### src/rtl/i2c_reg_slave.sv
`timescale 1ns/1ps
module i2c_reg_slave #(
  parameter int CLK_NS   = 5,
  parameter int SPIKE_NS = 50,
  parameter int DEPTH    = 16,
  parameter int TOP_SUB  = 13,
  parameter int GRP_BASE = 8
) (
  input  logic        clk,
  input  logic        rst_n,
  input  logic        strap_i,
  input  logic        scl_i,
  input  logic        sda_i,
  output logic        sda_pull_o,
  output logic [31:0] freq_o
);
  localparam int FILT_N = (SPIKE_NS + CLK_NS - 1) / CLK_NS;
  localparam int CW = $clog2(FILT_N + 1);
  localparam int AW = $clog2(DEPTH);
  localparam logic [CW-1:0] FMAX = CW'(FILT_N - 1);
  localparam logic [AW-1:0] TOPP = AW'(TOP_SUB);
  localparam logic [7:0]    TOP8 = 8'(TOP_SUB);
  localparam logic [AW-1:0] GRP3 = AW'(GRP_BASE + 3);

  typedef enum logic [2:0] {IDLE, RX, RX_ACK, TX, TX_ACK} st_t;

  logic [1:0] raw, s1, s2, filt;
  logic [CW-1:0] cnt [2];
  assign raw = {scl_i, sda_i};

  for (genvar g = 0; g < 2; g++) begin : g_line
    always_ff @(posedge clk or negedge rst_n)
      if (!rst_n) begin
        s1[g] <= 1'b1; s2[g] <= 1'b1; filt[g] <= 1'b1; cnt[g] <= '0;
      end else begin
        s1[g] <= raw[g];
        s2[g] <= s1[g];
        if (strap_i) begin
          filt[g] <= s2[g]; cnt[g] <= '0;
        end else if (s2[g] == filt[g]) cnt[g] <= '0;
        else if (cnt[g] == FMAX) begin
          filt[g] <= s2[g]; cnt[g] <= '0;
        end else cnt[g] <= cnt[g] + 1'b1;
      end
  end

  logic scl, sda, scl_q, sda_q;
  assign scl = filt[1];
  assign sda = filt[0];

  always_ff @(posedge clk or negedge rst_n)
    if (!rst_n) begin scl_q <= 1'b1; sda_q <= 1'b1; end
    else begin scl_q <= scl; sda_q <= sda; end

  logic start_c, stop_c, rise, fall;
  assign start_c = scl & scl_q & sda_q & ~sda;
  assign stop_c  = scl & scl_q & ~sda_q & sda;
  assign rise    = scl & ~scl_q;
  assign fall    = ~scl & scl_q;

  st_t st;
  logic [7:0] mem [DEPTH];
  logic [7:0] sr;
  logic [3:0] bitcnt;
  logic [1:0] nbyte;
  logic [AW-1:0] ptr, nxt;
  logic ovf, go_tx, pull;
  logic [31:0] freq_q;

  logic byte_end, addr_hit, sub_ok, wr_en;
  assign byte_end = (st == RX) && fall && (bitcnt == 4'd8);
  assign addr_hit = sr[7:1] == {6'b110101, strap_i};
  assign sub_ok   = sr <= TOP8;
  assign wr_en    = byte_end && (nbyte == 2'd2) && !ovf;
  assign nxt      = (ptr == TOPP) ? ptr : ptr + 1'b1;

  always_ff @(posedge clk or negedge rst_n)
    if (!rst_n) begin
      st <= IDLE; sr <= '0; bitcnt <= '0; nbyte <= '0; ptr <= '0;
      ovf <= 1'b0; go_tx <= 1'b0; pull <= 1'b0; freq_q <= '0;
      for (int i = 0; i < DEPTH; i++) mem[i] <= '0;
    end else if (stop_c) begin
      st <= IDLE; pull <= 1'b0;
    end else if (start_c) begin
      st <= RX; bitcnt <= '0; nbyte <= '0; pull <= 1'b0; go_tx <= 1'b0;
    end else begin
      case (st)
        RX:
          if (rise) begin
            sr <= {sr[6:0], sda}; bitcnt <= bitcnt + 1'b1;
          end else if (byte_end) begin
            st <= IDLE;
            case (nbyte)
              2'd0: if (addr_hit) begin
                st <= RX_ACK; pull <= 1'b1; go_tx <= sr[0]; nbyte <= 2'd1;
              end
              2'd1: if (sub_ok) begin
                st <= RX_ACK; pull <= 1'b1; ptr <= sr[AW-1:0]; ovf <= 1'b0; nbyte <= 2'd2;
              end
              default: if (!ovf) begin
                st <= RX_ACK; pull <= 1'b1; mem[ptr] <= sr; ptr <= nxt; ovf <= (ptr == TOPP);
                if (ptr == GRP3) freq_q <= {sr, mem[GRP_BASE+2], mem[GRP_BASE+1], mem[GRP_BASE]};
              end
            endcase
          end
        RX_ACK:
          if (fall) begin
            bitcnt <= '0;
            if (go_tx) begin
              st <= TX; sr <= mem[ptr]; pull <= ~mem[ptr][7];
            end else begin
              st <= RX; pull <= 1'b0;
            end
          end
        TX:
          if (fall) begin
            if (bitcnt == 4'd7) begin
              st <= TX_ACK; pull <= 1'b0;
            end else begin
              sr <= {sr[6:0], 1'b0}; pull <= ~sr[6]; bitcnt <= bitcnt + 1'b1;
            end
          end
        TX_ACK:
          if (rise) begin
            if (sda) st <= IDLE;
            else begin st <= RX_ACK; ptr <= nxt; end
          end
        default: st <= IDLE;
      endcase
    end

  assign sda_pull_o = pull;
  assign freq_o = freq_q;

  AST_STOP_IDLE: assert property (@(posedge clk) disable iff (!rst_n)
    stop_c |=> st == IDLE);
  AST_START_FRESH: assert property (@(posedge clk) disable iff (!rst_n)
    start_c |=> (st == RX && bitcnt == 4'd0 && nbyte == 2'd0));
  AST_IDLE_RELEASE: assert property (@(posedge clk) disable iff (!rst_n)
    st == IDLE |-> !sda_pull_o);
  AST_PTR_RANGE: assert property (@(posedge clk) disable iff (!rst_n)
    ptr <= TOPP);
  AST_BAD_SUB: assert property (@(posedge clk) disable iff (!rst_n)
    (byte_end && nbyte == 2'd1 && !sub_ok && !stop_c && !start_c) |=> (st == IDLE && !sda_pull_o));
  AST_NO_OVF_WRITE: assert property (@(posedge clk) disable iff (!rst_n)
    (byte_end && nbyte == 2'd2 && ovf && !stop_c && !start_c) |=> (st == IDLE && !sda_pull_o));
  AST_FREQ_HOLD: assert property (@(posedge clk) disable iff (!rst_n)
    !(wr_en && ptr == GRP3 && !stop_c && !start_c) |=> $stable(freq_o));
endmodule

### config.mk
export PLATFORM = sky130hd
export DESIGN_NAME = i2c_reg_slave
export DESIGN_NICKNAME = d
export VERILOG_FILES = /design/src/rtl/i2c_reg_slave.sv
export SDC_FILE = /design/constraint.sdc
export NUM_CORES = 1
export LEC_CHECK = 0
export ABC_AREA = 0
export CAP_MARGIN = 10
export CORE_MARGIN = 2
export CORE_UTILIZATION = 45
export DETAILED_ROUTE_END_ITERATION = 10
export PLACE_DENSITY = 0.63
export REMOVE_ABC_BUFFERS = 1
export SLEW_MARGIN = 10
export SYNTH_ARGS = -nofsm -noshare
export SYNTH_HDL_FRONTEND = slang
export SYNTH_SLANG_ARGS = --single-unit
### constraint.sdc
create_clock -name clk -period 3.1 [get_ports clk]
set_input_delay 0.465 -clock clk [delete_from_list [all_inputs] [get_ports clk]]
set_output_delay 0.465 -clock clk [all_outputs]
set_load 0.005 [all_outputs]
* Yosys cells after proc, flatten, opt, wreduce, memory -nomap -nowiden
Index checks and enable logic that the tools add are counted.
** Storage, ports and cells
- Bits in registers :: 200
- Input bits :: 5
- Logic and storage cells :: 218
- Output and inout bits :: 33
** Cells by class
- Add/sub/neg operators :: 4
- Bitwise logic cells :: 20
- Reduce and logical (&&, ||, !) cells :: 28
- Equal/unequal tests :: 45
- $lt $le $gt $ge :: 3
- Multiplexer cells :: 83
** Operators with widths (count)
- bitwise mux 128 bit :: 1
- two-way mux 4 bit :: 18
- two-way mux 8 bit :: 8
- binary-select mux 8 bit (select 4 bit) :: 1
- demux 8 bit (select 4 bit) :: 1
- inequality test 2 bit (second input constant) :: 14
- two-way mux 1 bit :: 25
- two-way mux 3 bit :: 8
- inequality test 4 bit (second input constant) :: 6
- case mux 8 bit (3 select lines) :: 1
- AND reduction 8 bit :: 3
- two-way mux 2 bit :: 11
- inequality test 3 bit (second input constant) :: 7
- AND reduction 7 bit :: 3
- == test 4 bit (second input constant) :: 5
- AND reduction 6 bit :: 3
- adder 4 x 1 -> 4 bit (second input constant) :: 4
- case mux 4 bit (2 select lines) :: 2
- nonzero test 2 bit :: 7
- inverter 1 bit :: 12
- case mux 3 bit (4 select lines) :: 1
- case mux 4 bit (3 select lines) :: 1
- inequality test 5 bit (second input constant) :: 2
- AND reduction 10 bit :: 1
- 25 further kinds :: 38

* Logic depth before layout (Yosys ltp)
Gate-level depths: netlist (run 1).
- Word-level depth :: 10
- Gate-level depth with buffers :: 8
- Gate-level depth less buffers :: 7

* Least setup slack after synthesis (run 1)
No wires, ideal clock.
- Path kind :: register -> register
- From :: reg st[1]
- To :: reg freq_q[0] (netlist: freq_o[0])
- Setup time :: 0.125 ns
- Slack :: 0.708 ns
- Stages on the path, launching flop included :: 8
- Data required time :: 2.975 ns
- Clock period less this slack :: 2.392 ns
- Arrival time :: 2.267 ns
- Path buffers :: 2
- Cells stage by stage :: dfrtp_1 > clkbuf_1 > or3b_1 > or4_4 > nor3_4 > nand2_2 > buf_6 > mux2_4
** On the way
- Longest elaborated chain between the ends :: 4
** Ends and longest elaborated chain
- start: declaration :: RTL line 61 : st_t st;
- start signal: assignment :: RTL line 79 : st <= IDLE; sr <= '0; bitcnt <= '0; nbyte <= '0; ptr <= '0;
- start signal: assignment :: RTL line 83 : st <= IDLE; pull <= 1'b0;
- start signal: assignment :: RTL line 85 : st <= RX; bitcnt <= '0; nbyte <= '0; pull <= 1'b0; go_tx <= 1'b0;
- == test 3 x 1 -> 1 bit (*) :: RTL line 71, 87
- logical AND 1 bit (2 in series) :: RTL line 71 : assign byte_end = (st == RX) && fall && (bitcnt == 4'd8);
- AND reduction 8 bit (no line) (*)
- end signal: assignment :: RTL line 102 : if (ptr == GRP3) freq_q <= {sr, mem[GRP_BASE+2], mem[GRP_BASE+1], mem[GRP_BASE]};
- end: declaration :: RTL line 68 : logic [31:0] freq_q;
Mark *: on every way between the ends. The rest lies on a longest branch, timed or not.
A chain may end at the register's enable or synchronous reset.

* Final worst setup path (run 1)
- From :: reg st[0]
- To :: reg mem[40] in the netlist's numbering
** On the way
- Longest elaborated chain between the ends :: 4
** Ends and longest elaborated chain
- == test 3 x 1 -> 1 bit (*) :: RTL line 71, 87
- logical AND 1 bit (2 in series) :: RTL line 71
- AND reduction 7 bit (no line) (*)
- end signal: indexed assignment :: RTL line 101 : st <= RX_ACK; pull <= 1'b1; mem[ptr] <= sr; ptr <= nxt; ovf <= (ptr == TOPP);
- end: declaration :: RTL line 62 : logic [7:0] mem [DEPTH];
Marked as above.

==> metrics.csv, run 1 <==
metric,value,unit
Pint,4590,uW
CTS buffer count,17,
# Post-CTS Setup Buffers,0,
Rows,52,
IO Port Bufs,37,
P&R area growth vs syn,14.1,%
f_max,352,MHz
Post-synth EDFFs,0,
max_cap viols,0,
actual slew at the worst max-slew pin,778,ps
power per cell area,637,nW/um2
"Period Utilization, post-route",91.7,%
mean routed wirelength per cell,20.5,um
average instance area after synthesis,13.9,um2
GRT Overall Usage,19.8,%
number of global-route vias before repair,5994,
clk buf depth,2,
final instance area,10600,um2
H-tree level count,4,
Post-Syn Area,9300,um2
"top cells by area, synth","dfrtp_1 52%, mux2_2 14%, mux4_2 7.7%",
Async SR Flop Fraction,100,%
"Remaining Overflow, GRT",0,
unrepaired setup endpoints after global routing,false,
die width,148,um
Peak VDD IR,0.303,mV
slew margin rel.,48.1,%
First-pass DRT Iterations,5,
crit path time final,2840,ps
DRT iter0 DRCs,569,
GP Congestion,0.907,
area share of the leading cell type in the synthesized netlist,51.6,%
RR Endpoint,mem[40],
Core Region,20200,um2
largest net degree at the start of global routing,87,
starting density of the core,46.0,%
Final setup viols,0,
Yosys reg bits,200,
I/O Pins,38,
Antenna Cells,0,
Flop pwr share,45.3,%
Crit. End Element,register,
post-synthesis sequential area ratio,53.9,%
Min-Delay Path Class,primary input to asynchronous set/reset pin,
max-slew violation count,0,
hold_buf cts,0,
Worst Setup EP,mem[40],
Post-Synthesis Cells,671,
WL final,20200,um
R2R Setup Slk,260,ps
# clock sinks,200,
CP startpoint kind,register,
net switching power,2170,uW
Setup CP Type,register to register,
Post-DRT Antenna Nets,0,
library cells used by synthesis,54,
LEAKAGE,0.00510,uW
r2r startpoint,st[0],
post_cts resized,0,
via count,5598,
R2R cell count,5,
initial antenna violation count,0,
Clk network pwr share,35.6,%
first-pass GRT wire length,33000,um
CTS tree,done,
Fin Clk Skew,11.9,ps
"Clk pin slew, worst setup/hold paths",70,ps
die area,21800,um2
layout net count,719,
fin util,52.5,%
vias per cell,5.67,
hpwl dp,13300,um
Sw Ratio,32.1,%
cell taking the most area after synthesis,dfrtp_1,
CP Max Fanout,12,
layout cells sized above 1,36.4,%
Comb power frac,19.1,%
Die H,148,um
CP arrival,3160,ps
Clock Latency Late Sink,440,ps
root buf cell,clkbuf_16,
status,completed,
Remaining DRCs,0,
Synthesis Warnings,0,
Synth Flop Type,dfrtp_1,
Fin. Hold Viols,0,
DP Area,9980,um2
critical path required time,3420,ps
Critical Path Source,st[0],
==> cell type report <==
cell class,instances,area (um2)
fillers,1656,9620
flip-flops and latches,200,5020
multi-input cells,413,4040
repair buffers,56,529
clock buffers,17,425
well taps,270,338
clock inverters,15,210
inverters,16,60.1
==> cells by family after synthesis <==
family / Yosys count / synth area share, %
xor gates and xnor gates: 8 / 0.753
DFF: 200 / 53.9
AOI/OAI and AO/OA: 75 / 5.11
adders and majority gates: 10 / 1.34
and+or+nand+nor: 123 / 6.89
buffers and inverters: 58 / 2.70
muxes: 197 / 29.3
==> Yosys cell counts, drive strengths merged, types with 5 or more instances <==
| master | count |
|---|---|
| a21oi | 31 |
| a22oi | 17 |
| a31oi | 6 |
| buf | 9 |
| clkbuf | 33 |
| dfrtp | 192 |
| dfstp | 8 |
| ha | 10 |
| inv | 16 |
| mux2 | 162 |
| mux4 | 32 |
| nand2 | 35 |
| nand3 | 6 |
| nor2 | 38 |
| nor3 | 9 |
| o21ai | 5 |
| xor2 | 5 |
==> critical path, stage by stage, from the launching register on <==
cell	delay (ps)
dfrtp_1	520
or3b_1	470
or4_4	510
nor3_2	360
nand2_1	450
mux2_2	410
==> how the worst min path moves through the flow <==
stage                             to  cells past startpoint  startpoint
after floorplan            bitcnt[0]                      0       rst_n
after global placement         s2[1]                      0       s1[1]
after detailed placement       s2[0]                      0       s1[0]
after CTS                 freq_o[18]                      1       rst_n
after global routing       freq_o[2]                      1       rst_n
final                     freq_o[18]                      1       rst_n
==> placed cells by master, fill, tap and decap left out, types with 3 or more instances in the layout <==
cell and n:
dfrtp_1 191, mux2_2 115, mux2_4 40, nor2_1 38, clkdlybuf4s50_1 36, mux4_2 32
nand2_1 31, a21oi_1 31, buf_4 18, a22oi_1 17, clkbuf_16 17, inv_1 16
ha_1 10, dfstp_2 8, mux2_1 7, a31oi_1 6, nand3_1 6, xor2_1 5
o21ai_0 5, nor3_1 5, nand2b_1 4, nor3b_1 4, nand2_2 4, nor2b_1 4
inv_6 4, bufinv_16 4, xnor2_1 3, nand3b_1 3, nor3_2 3, nor4_1 3
mux2i_1 3, a211oi_1 3, o22ai_1 3, clkinv_2 3
==> metrics by stage <==
| step | worst slack (ps) | std cells | power [uW] | hold slack (ps) | TNS [ps] |
|---|---|---|---|---|---|
| detailed placement | 297 | 955 | 4410 | 347 | 0 |
| global route | 116 | 987 | 7070 | 110 | 0 |
| CTS | 277 | 987 | 6790 | 99.7 | 0 |
| finish | 257 | 987 | 6760 | 60.6 | 0 |
| global placement | 356 | 955 | 4380 | 346 | 0 |
| floorplan | -327 | 629 | 3770 | 169 | -13080 |
==> metal layers <==
layer | GRT usage, % | vias up | wire, um
li1 | - | 2507 | -
met1 | 27.0 | 2913 | 9040
met2 | 32.0 | 146 | 9790
met3 | 4.14 | 32 | 927
met4 | 6.73 | 0 | 446
met5 | 0 | - | 0
==> power groups by stage <==
stage               combinational [uW]  clock (uW)  sequential, uW
detailed placement                1300           0            3110
global route                      1420        2550            3100
CTS                               1300        2440            3060
finish                            1290        2410            3060
floorplan                          615           0            3160
global placement                  1280           0            3100
==> sequential cells by signal (all words and copies together), names as in the netlist <==
register / count
cnt: 8
freq_o: 32
scl: 1
sda_q: 1
sda_pull_o: 1
sr: 8
mem: 128
go_tx: 1
ptr: 4
sda: 1
scl_q: 1
ovf: 1
nbyte: 2
st: 3
bitcnt: 4
s2: 2
s1: 2
Power figures use the tool's default switching activity.
==> run 2: changes to the inputs <==
Settings changed: CTS_BUF_LIST from default to sky130_fd_sc_hd__clkbuf_4 sky130_fd_sc_hd__clkbuf_8 sky130_fd_sc_hd__clkbuf_16.
==> results of run 2 <==
No change in the layout: final DEF, timing and power equal those of run 1.
